`src/rtl/mtt_pkg.sv`:
```
package mtt_pkg;

    localparam int REG_W  = 32;
    localparam int ADDR_W = 8;

    localparam logic [ADDR_W-1:0] OFF_CTRL = 8'h00;
    localparam logic [ADDR_W-1:0] OFF_CNT  = 8'h04;
    localparam logic [ADDR_W-1:0] OFF_MOD  = 8'h08;
    localparam logic [ADDR_W-1:0] OFF_INIT = 8'h4C;

    // Control bit positions (software decodes these)
    localparam int PS_LSB   = 0;
    localparam int SRC_LSB  = 3;
    localparam int IE_BIT   = 6;
    localparam int FLAG_BIT = 7;

    typedef enum logic [1:0] {
        SRC_OFF  = 2'd0,
        SRC_SYS  = 2'd1,
        SRC_EXT  = 2'd2,
        SRC_HALT = 2'd3
    } src_e;

    typedef struct packed {
        logic       flag;
        logic       ie;
        src_e       src;
        logic [2:0] ps;
    } ctrl_t;

    function automatic logic src_tick(src_e s, logic ext);
        return (s == SRC_SYS) || ((s == SRC_EXT) && ext);
    endfunction

    function automatic logic [REG_W-1:0] pack_ctrl(ctrl_t c);
        logic [REG_W-1:0] v;
        v = '0;
        v[FLAG_BIT]          = c.flag;
        v[IE_BIT]            = c.ie;
        v[SRC_LSB+1:SRC_LSB] = c.src;
        v[PS_LSB+2:PS_LSB]   = c.ps;
        return v;
    endfunction

endpackage

```
`src/rtl/mtt_prescaler.sv`:
```
module mtt_prescaler #(
    parameter int PS_W = 3,
    localparam int DIV_W = (1 << PS_W) - 1
) (
    input  logic            clk,
    input  logic            rst,
    input  logic            restart,
    input  logic            tick,
    input  logic [PS_W-1:0] ps,
    output logic            adv
);
    logic [DIV_W-1:0] div_q;
    logic [DIV_W-1:0] limit;

    always_comb begin
        limit = '0;
        for (int i = 0; i < DIV_W; i++) begin
            limit[i] = (i < int'(ps));
        end
    end

    assign adv = tick && !restart && (div_q == limit);

    always_ff @(posedge clk) begin
        if (rst || restart) begin
            div_q <= '0;
        end else if (tick) begin
            if (div_q == limit) div_q <= '0;
            else                div_q <= div_q + DIV_W'(1);
        end
    end
endmodule

```
`src/rtl/mtt_shadow_reg.sv`:
```
module mtt_shadow_reg #(
    parameter int W = 16,
    parameter logic [W-1:0] RST_VAL = '0
) (
    input  logic         clk,
    input  logic         rst,
    input  logic         wr,
    input  logic [W-1:0] wdata,
    input  logic         commit,
    output logic [W-1:0] active
);
    logic [W-1:0] hold_q;

    always_ff @(posedge clk) begin
        if (rst) begin
            hold_q <= RST_VAL;
            active <= RST_VAL;
        end else begin
            if (wr)     hold_q <= wdata;
            if (commit) active <= hold_q;
        end
    end
endmodule

```
`src/rtl/mtt_count_core.sv`:
```
module mtt_count_core #(
    parameter int CNT_W = 16
) (
    input  logic             clk,
    input  logic             rst,
    input  logic             load,
    input  logic             adv,
    input  logic [CNT_W-1:0] mod_val,
    input  logic [CNT_W-1:0] init_val,
    output logic [CNT_W-1:0] cnt,
    output logic             wrap
);
    assign wrap = adv && !load && (cnt == mod_val);

    always_ff @(posedge clk) begin
        if (rst)       cnt <= '0;
        else if (load) cnt <= init_val;
        else if (wrap) cnt <= init_val;
        else if (adv)  cnt <= cnt + CNT_W'(1);
    end
endmodule

```
`src/rtl/modulo_tick_timer.sv`:
```
module modulo_tick_timer
    import mtt_pkg::*;
#(
    parameter int CNT_W = 16,
    parameter int PS_W  = 3
) (
    input  logic              clk,
    input  logic              rst,
    input  logic              reg_wr,
    input  logic              reg_rd,
    input  logic [ADDR_W-1:0] reg_addr,
    input  logic [REG_W-1:0]  reg_wdata,
    output logic [REG_W-1:0]  reg_rdata,
    input  logic              ext_tick,
    output logic              irq
);
    localparam logic [CNT_W-1:0] MOD_RST = {CNT_W{1'b1}};

    ctrl_t            ctrl_q;
    logic             seen_q;
    logic             ctrl_wr, cnt_wr, mod_wr, init_wr, ctrl_rd;
    logic             restart, tick, adv, wrap, commit, flag_clr;
    logic [2:0]       wr_ps;
    src_e             wr_src;
    logic [CNT_W-1:0] cnt_q, mod_act, init_act;
    logic             bits_unused;

    assign bits_unused = ^{reg_wdata[REG_W-1:CNT_W], reg_wdata[5]};

    assign ctrl_wr = reg_wr && (reg_addr == OFF_CTRL);
    assign cnt_wr  = reg_wr && (reg_addr == OFF_CNT);
    assign mod_wr  = reg_wr && (reg_addr == OFF_MOD);
    assign init_wr = reg_wr && (reg_addr == OFF_INIT);
    assign ctrl_rd = reg_rd && (reg_addr == OFF_CTRL);

    assign wr_ps   = reg_wdata[PS_LSB+2:PS_LSB];
    assign wr_src  = src_e'(reg_wdata[SRC_LSB+1:SRC_LSB]);
    assign restart = ctrl_wr && ((wr_ps != ctrl_q.ps) || (wr_src != ctrl_q.src));
    assign tick    = src_tick(ctrl_q.src, ext_tick);
    assign commit  = (ctrl_q.src == SRC_OFF);
    assign flag_clr = ctrl_wr && !reg_wdata[FLAG_BIT] && seen_q;

    mtt_prescaler #(.PS_W(PS_W)) u_pre (
        .clk(clk), .rst(rst), .restart(restart), .tick(tick),
        .ps(ctrl_q.ps[PS_W-1:0]), .adv(adv)
    );

    mtt_shadow_reg #(.W(CNT_W), .RST_VAL(MOD_RST)) u_mod (
        .clk(clk), .rst(rst), .wr(mod_wr), .wdata(reg_wdata[CNT_W-1:0]),
        .commit(commit), .active(mod_act)
    );

    mtt_shadow_reg #(.W(CNT_W), .RST_VAL('0)) u_init (
        .clk(clk), .rst(rst), .wr(init_wr), .wdata(reg_wdata[CNT_W-1:0]),
        .commit(commit), .active(init_act)
    );

    mtt_count_core #(.CNT_W(CNT_W)) u_core (
        .clk(clk), .rst(rst), .load(cnt_wr), .adv(adv),
        .mod_val(mod_act), .init_val(init_act), .cnt(cnt_q), .wrap(wrap)
    );

    always_ff @(posedge clk) begin
        if (rst) begin
            ctrl_q <= '{flag: 1'b0, ie: 1'b0, src: SRC_OFF, ps: 3'd0};
            seen_q <= 1'b0;
        end else begin
            if (ctrl_wr) begin
                ctrl_q.ie  <= reg_wdata[IE_BIT];
                ctrl_q.src <= wr_src;
                ctrl_q.ps  <= wr_ps;
            end
            if (wrap)          ctrl_q.flag <= 1'b1;
            else if (flag_clr) ctrl_q.flag <= 1'b0;
            if (flag_clr && !wrap)           seen_q <= 1'b0;
            else if (ctrl_rd && ctrl_q.flag) seen_q <= 1'b1;
        end
    end

    always_comb begin
        unique case (reg_addr)
            OFF_CTRL: reg_rdata = pack_ctrl(ctrl_q);
            OFF_CNT:  reg_rdata = REG_W'(cnt_q);
            OFF_MOD:  reg_rdata = REG_W'(mod_act);
            OFF_INIT: reg_rdata = REG_W'(init_act);
            default:  reg_rdata = '0;
        endcase
    end

    assign irq = ctrl_q.flag && ctrl_q.ie;
endmodule

```
`config.mk`:
```
export PLATFORM = sky130hd
export DESIGN_NAME = modulo_tick_timer
export DESIGN_NICKNAME = d
export VERILOG_FILES = /design/src/rtl/mtt_pkg.sv /design/src/rtl/mtt_prescaler.sv /design/src/rtl/mtt_shadow_reg.sv /design/src/rtl/mtt_count_core.sv /design/src/rtl/modulo_tick_timer.sv
export SDC_FILE = /design/constraint.sdc
export NUM_CORES = 1
export LEC_CHECK = 0
export ABC_AREA = 1
export BUFFER_PORTS_ARGS = -buffer_cell sky130_fd_sc_hd__buf_2
export CAP_MARGIN = 30
export CORE_AREA = 2 2 114 116
export CTS_BUF_LIST = sky130_fd_sc_hd__clkbuf_16
export CTS_CLUSTER_SIZE = 40
export DETAILED_ROUTE_END_ITERATION = 7
export DIE_AREA = 0 0 116 118
export PLACE_DENSITY = 0.69
export SLEW_MARGIN = 25
export SYNTH_ARGS = -nofsm -noshare
export SYNTH_HDL_FRONTEND = slang
export SYNTH_HIERARCHICAL = 1
export SYNTH_SLANG_ARGS = --single-unit
```
`constraint.sdc`:
```
create_clock -name clk -period 3.6 [get_ports clk]
set_input_delay 0.18 -clock clk [delete_from_list [all_inputs] [get_ports clk]]
set_output_delay 0.18 -clock clk [all_outputs]
set_load 0.01 [all_outputs]
```
# == Word level (Yosys, flattened, before mapping) ==
# Cells that the tools add are included.
# totals
word_cells,64
inputBits,45
output_inout_bits,33
reg_bits,95
# classes
add_sub_neg,2
reduce_logical,28
magnitude_cmp,7
n_eq_ne,9
muxes,7
# ops
cell,count
$pmux W16 S4,1
$mux W16,3
$add A16 B1 Y16 const B,1
$eq A16 B16 Y1,1
$logic_and A1 B1 Y1,16
$lt A3 B3 Y1 const A,3
$eq A8 B3 Y1 const B,1
$eq A8 B4 Y1 const B,1
$eq A8 B7 Y1 const B,1
$logic_not A8 Y1,1
$add A7 B1 Y7 const B,1
$eq A7 B7 Y1,1
$mux W7,1
$lt A1 B3 Y1 const A,2
$lt A2 B3 Y1 const A,2
$logic_not A1 Y1,4
$logic_or A1 B1 Y1,3
$ne A3 B3 Y1,1
$reduce_bool A3 Y1,1
$eq A2 B1 Y1 const B,1
$eq A2 B2 Y1 const B,1
$logic_not A2 Y1,1
$mux W1,2
$ne A2 B2 Y1,1
other kinds (2),2

# == Logic depth before layout (Yosys ltp) ==
# depth
ltp_word,11
mapped_depth,20
ltp_nobuf,19

# == By module ==
# Netlist, hierarchy kept.
# by_module_without_submodules
module,cells_each,seq_area_each_um2,area_per_inst_um2,instances
mtt_count_core,294,320.3,1571.5,1
mtt_shadow_reg at u_init,202,640.6,1327.5,1
mtt_shadow_reg at u_mod,140,640.6,1149.9,1
modulo_tick_timer,184,160.2,1096.1,1
mtt_prescaler,80,140.1,489.2,1

# == Worst setup path after synthesis ==
# OpenSTA, ideal clock, no wires.
# synth_timing
kind,reg2reg
startpoint,register ctrl_q[4] (netlist bit)
endpoint,register u_core.cnt[10]
arrival_ps,2344
setup_time_ps,109
required_ps,3491
path_stages_with_launch,19
path_buffers,1
synth_period_minus_slack_ps,2453
path_slack_ps,1147
path_cell_list,dfxtp_1 nor2_1 a21oi_1 inv_1 a21oi_2 nand3_1 nor2_1 nand3_2 nor2_1 nand2_1 nor2_1 nand2_1 nor2_2 nand3_4 buf_4 nand3_1 nand3_1 nand2_1 inv_1
# synth_via
word_cells_on_any_way,15
classes_between,eq/ne: 3; mux: 2; reduce/logical: 10
# synth_rtl
element,line_no,source
from (decl),modulo_tick_timer.sv:19,ctrl_t ctrl_q;
from (signal assigned),modulo_tick_timer.sv:65,"ctrl_q <= '{flag: 1'b0, ie: 1'b0, src: SRC_OFF, ps: 3'd0};"
$eq A2 B2 Y1,mtt_pkg.sv:32,return (s == SRC_SYS) || ((s == SRC_EXT) && ext);
$logic_and A1 B1 Y1,mtt_pkg.sv:32,
$logic_or A1 B1 Y1 *,mtt_pkg.sv:32,
named net tick,modulo_tick_timer.sv:22,"logic restart, tick, adv, wrap, commit, flag_clr;"
$logic_and A1 B1 Y1 * (2 in series),mtt_prescaler.sv:22,assign adv = tick && !restart && (div_q == limit);
named net adv,modulo_tick_timer.sv:22,
$logic_and A1 B1 Y1 (2 in series),mtt_count_core.sv:13,assign wrap = adv && !load && (cnt == mod_val);
$mux W16,mtt_count_core.sv:18,else if (wrap) cnt <= init_val;
$mux W16,mtt_count_core.sv:17,else if (load) cnt <= init_val;
to (signal assigned),mtt_count_core.sv:17,
to (signal assigned),mtt_count_core.sv:18,
to (signal assigned),mtt_count_core.sv:19,else if (adv) cnt <= cnt + CNT_W'(1);
to (decl),mtt_count_core.sv:10,"output logic [CNT_W-1:0] cnt,"
# The timed path passes the listed nets; every way through them passes the cells marked *.
# A chain may end at the register's enable or synchronous reset.

# == Worst setup path in the final report ==
# layout_timing
startpoint,register ctrl_q[4] (netlist bit)
endpoint,register u_core.cnt[3]
# The elaborated chain is that of the path after synthesis.

==> run summary <==
P per Cell Area - 353 nW/um^2
Yosys reg bits - 95
Vias - 5,449
Crit start category - register
Number of synthesized flops with an enable pin - 0
CP Data Required Time - 3900 ps
Area delta synth->final - 8.82%
Post-route ant nets - 0
Clock sink count - 95
TNS Setup - 0 ps
Largest net degree at the start of global routing - 50
RSZ-0062 raised after global routing - no
First-pass GRT wire length - 24,300 um
Fin worst setup slack - 458 ps
GRT Util Overall - 22.3%
Later-pin clock latency in the skew report - 360 ps
FMAX - 318 MHz
Routed len/inst - 13.3 um
Final Util - 49.4%
Post-DR vias/cell - 4.94
Syn_area_per_cell - 6.26 um^2
TritonRoute pass-1 iters - 5
CP Launch Point - ctrl_q[4]
Die Width - 116 um
Post-Synthesis Cell Area - 5630 um^2
Max Slew Vio Count - 0
Placed wire-length estimate - 10,200 um
Ys flop type - dfxtp_1
H-tree depth - 3
FF-to-FF Start - ctrl_q[4]
Max-cap violations - 0
Setup violations, final - 0
Die area - 13,700 um^2
Cts repair resizes - 0
Leakage power - 3.08 nW
Clock Tree Root - clkbuf_16
Global route overflow - 0
Initial antenna violation count - 0
Clock skew - 8.26 ps
Hold path start - reg_wdata[10]
# port buffers - 45
Setup bufs post-CTS - 0
Async S/R FF share, synth - 0%
Worst-path clk slew - 70 ps
Commonest cells after routing, fill and taps aside - nand2_1, nand3_1, nor2_1, inv_1, dfxtp_1
N_diodes - 0
FP Rows - 41
Worst Path Arrival - 3450 ps
CTS tree - built
Most common cell after layout, fill and taps aside - nand2_1
# IOs - 78
Post-Layout Cell Count - 1,103
Setup WS pre-CTS - 544 ps
Outcome - complete, no violations
Min-Delay Path Class - input port to register
CP endpoint kind - register
Routability congestion estimate - 0.986
# DRC - 0
Final hold violation count - 0
Worst vdd ir - 0.273 mV
Actual slew at the worst max-slew pin - 624 ps
CP Max Fanout - 19
Vias in the first global route - 4,835
Yosys warns - 6
Area of the core - 12,400 um^2
Placed insts - 1,086
Tcrit/Tclk final - 87.3%
CTS Hold Bufs - 0
Hold_ws - 58.5 ps
Final WL - 14,700 um
Fraction of layout cells with a size suffix above 1 - 10.4%
CTS Buffer Depth - 2
Total CTS buffers - 9
Fin crit period - 3140 ps
WS Path Type - register to register
Synth cell types - 38
Max_slew headroom - 58.4%
Synth Instances - 900
DRT iter0 DRCs - 428
Final nets - 973
Die Y - 118 um
Starting Density - 45.4%
Seq/Total Area, Yosys - 33.8%
==> path summary, 6_finish.rpt <==
check / slack, ps / end / cells past startpoint
max reg2reg: 460 / u_core/cnt[3] / 18
max: 460 / u_core/cnt[3] / 18
min reg2reg: 460 / u_mod/hold_q[2] / 2
min: 60 / u_mod/hold_q[10] / 3
==> power breakdown <==
| group | switching (mW) | leakage [nW] | total (mW) | internal, mW |
|---|---|---|---|---|
| Clock | 0.451 | 0.149 | 1.00 | 0.552 |
| Sequential | 0.00326 | 0.766 | 1.06 | 1.05 |
| Combinational | 0.0728 | 2.16 | 0.104 | 0.0308 |
==> area by class of cell <==
cell class                      count  area, um^2
Clock buffer                        9         225
Clock inverter                      7        83.8
Fill cell                        1314        6280
Inverter                          117         447
Multi-Input combinational cell    651        2960
Sequential cell                    95        1900
Tap cell                          172         215
Timing Repair Buffer               52         302
==> synth_stat cells, types with 2 or more instances <==
cell type | n | share of area, %
nor2_2 | 4 | 0.44
buf_1 | 2 | 0.13
nor2_4 | 4 | 0.80
xor2_1 | 12 | 1.9
a21oi_1 | 22 | 2.0
ha_1 | 2 | 0.44
buf_4 | 25 | 3.3
dfxtp_1 | 95 | 34
nor3_1 | 9 | 0.80
nor2_1 | 121 | 8.1
nor4_1 | 2 | 0.22
or2_2 | 2 | 0.22
a21boi_0 | 2 | 0.27
o21ai_0 | 6 | 0.53
nand2_4 | 2 | 0.40
clkbuf_1 | 3 | 0.20
nand4_1 | 13 | 1.4
nand2_1 | 270 | 18
inv_1 | 113 | 7.5
buf_2 | 9 | 0.80
nand2_2 | 6 | 0.67
nand3_1 | 145 | 13
buf_6 | 12 | 2.4
xnor2_1 | 5 | 0.78
==> registers in the layout, summed over array words and instances (netlist names) <==
name	flops
u_mod/hold_q	16
u_mod/active	16
u_init/hold_q	16
seen_q	1
ctrl_q	7
u_pre/div_q	7
u_core/cnt	16
u_init/active	16
==> metrics by stage <==
stage | cell area, um^2 | power [mW]
floorplan | 5690 | 1.16
global placement | 5780 | 1.18
detailed placement | 5810 | 1.18
CTS | 6120 | 2.19
global route | 6130 | 2.24
finish | 6130 | 2.16
==> critical path, stage by stage, from the launching register on <==
cell and delay [ps]:
dfxtp_1 460, nor2_4 60, a21oi_1 360, inv_1 150, a21oi_2 120, nand3_1 70
nor2_1 140, nand3_2 130, nor2_1 390, nand2_1 100, nor2_1 110, nand2_1 60
nor2_2 140, nand3_4 240, nand2_4 270, nand2_1 100, nand3_1 80, nand2_1 70
inv_1 50
==> layer usage <==
metal	global-route usage [%]	share of wire, %
met5	0	0
met4	6.85	1.4
met3	3.86	6.5
met2	33.8	44
met1	32.2	48
==> kinds of logic (layout without fill, tap and decap cells) <==
family	Yosys count	count (layout)	synth area share, %
and+or+nand+nor	583	583	44.9
buffers and inverters	169	185	15.1
DFF	95	95	33.8
AOI/OAI and AO/OA	33	33	3.15
xor gates and xnor gates	17	17	2.64
adders and majority gates	2	2	0.444
other	1	16	0.0666
No activity file was read; power rests on OpenSTA's default activity.
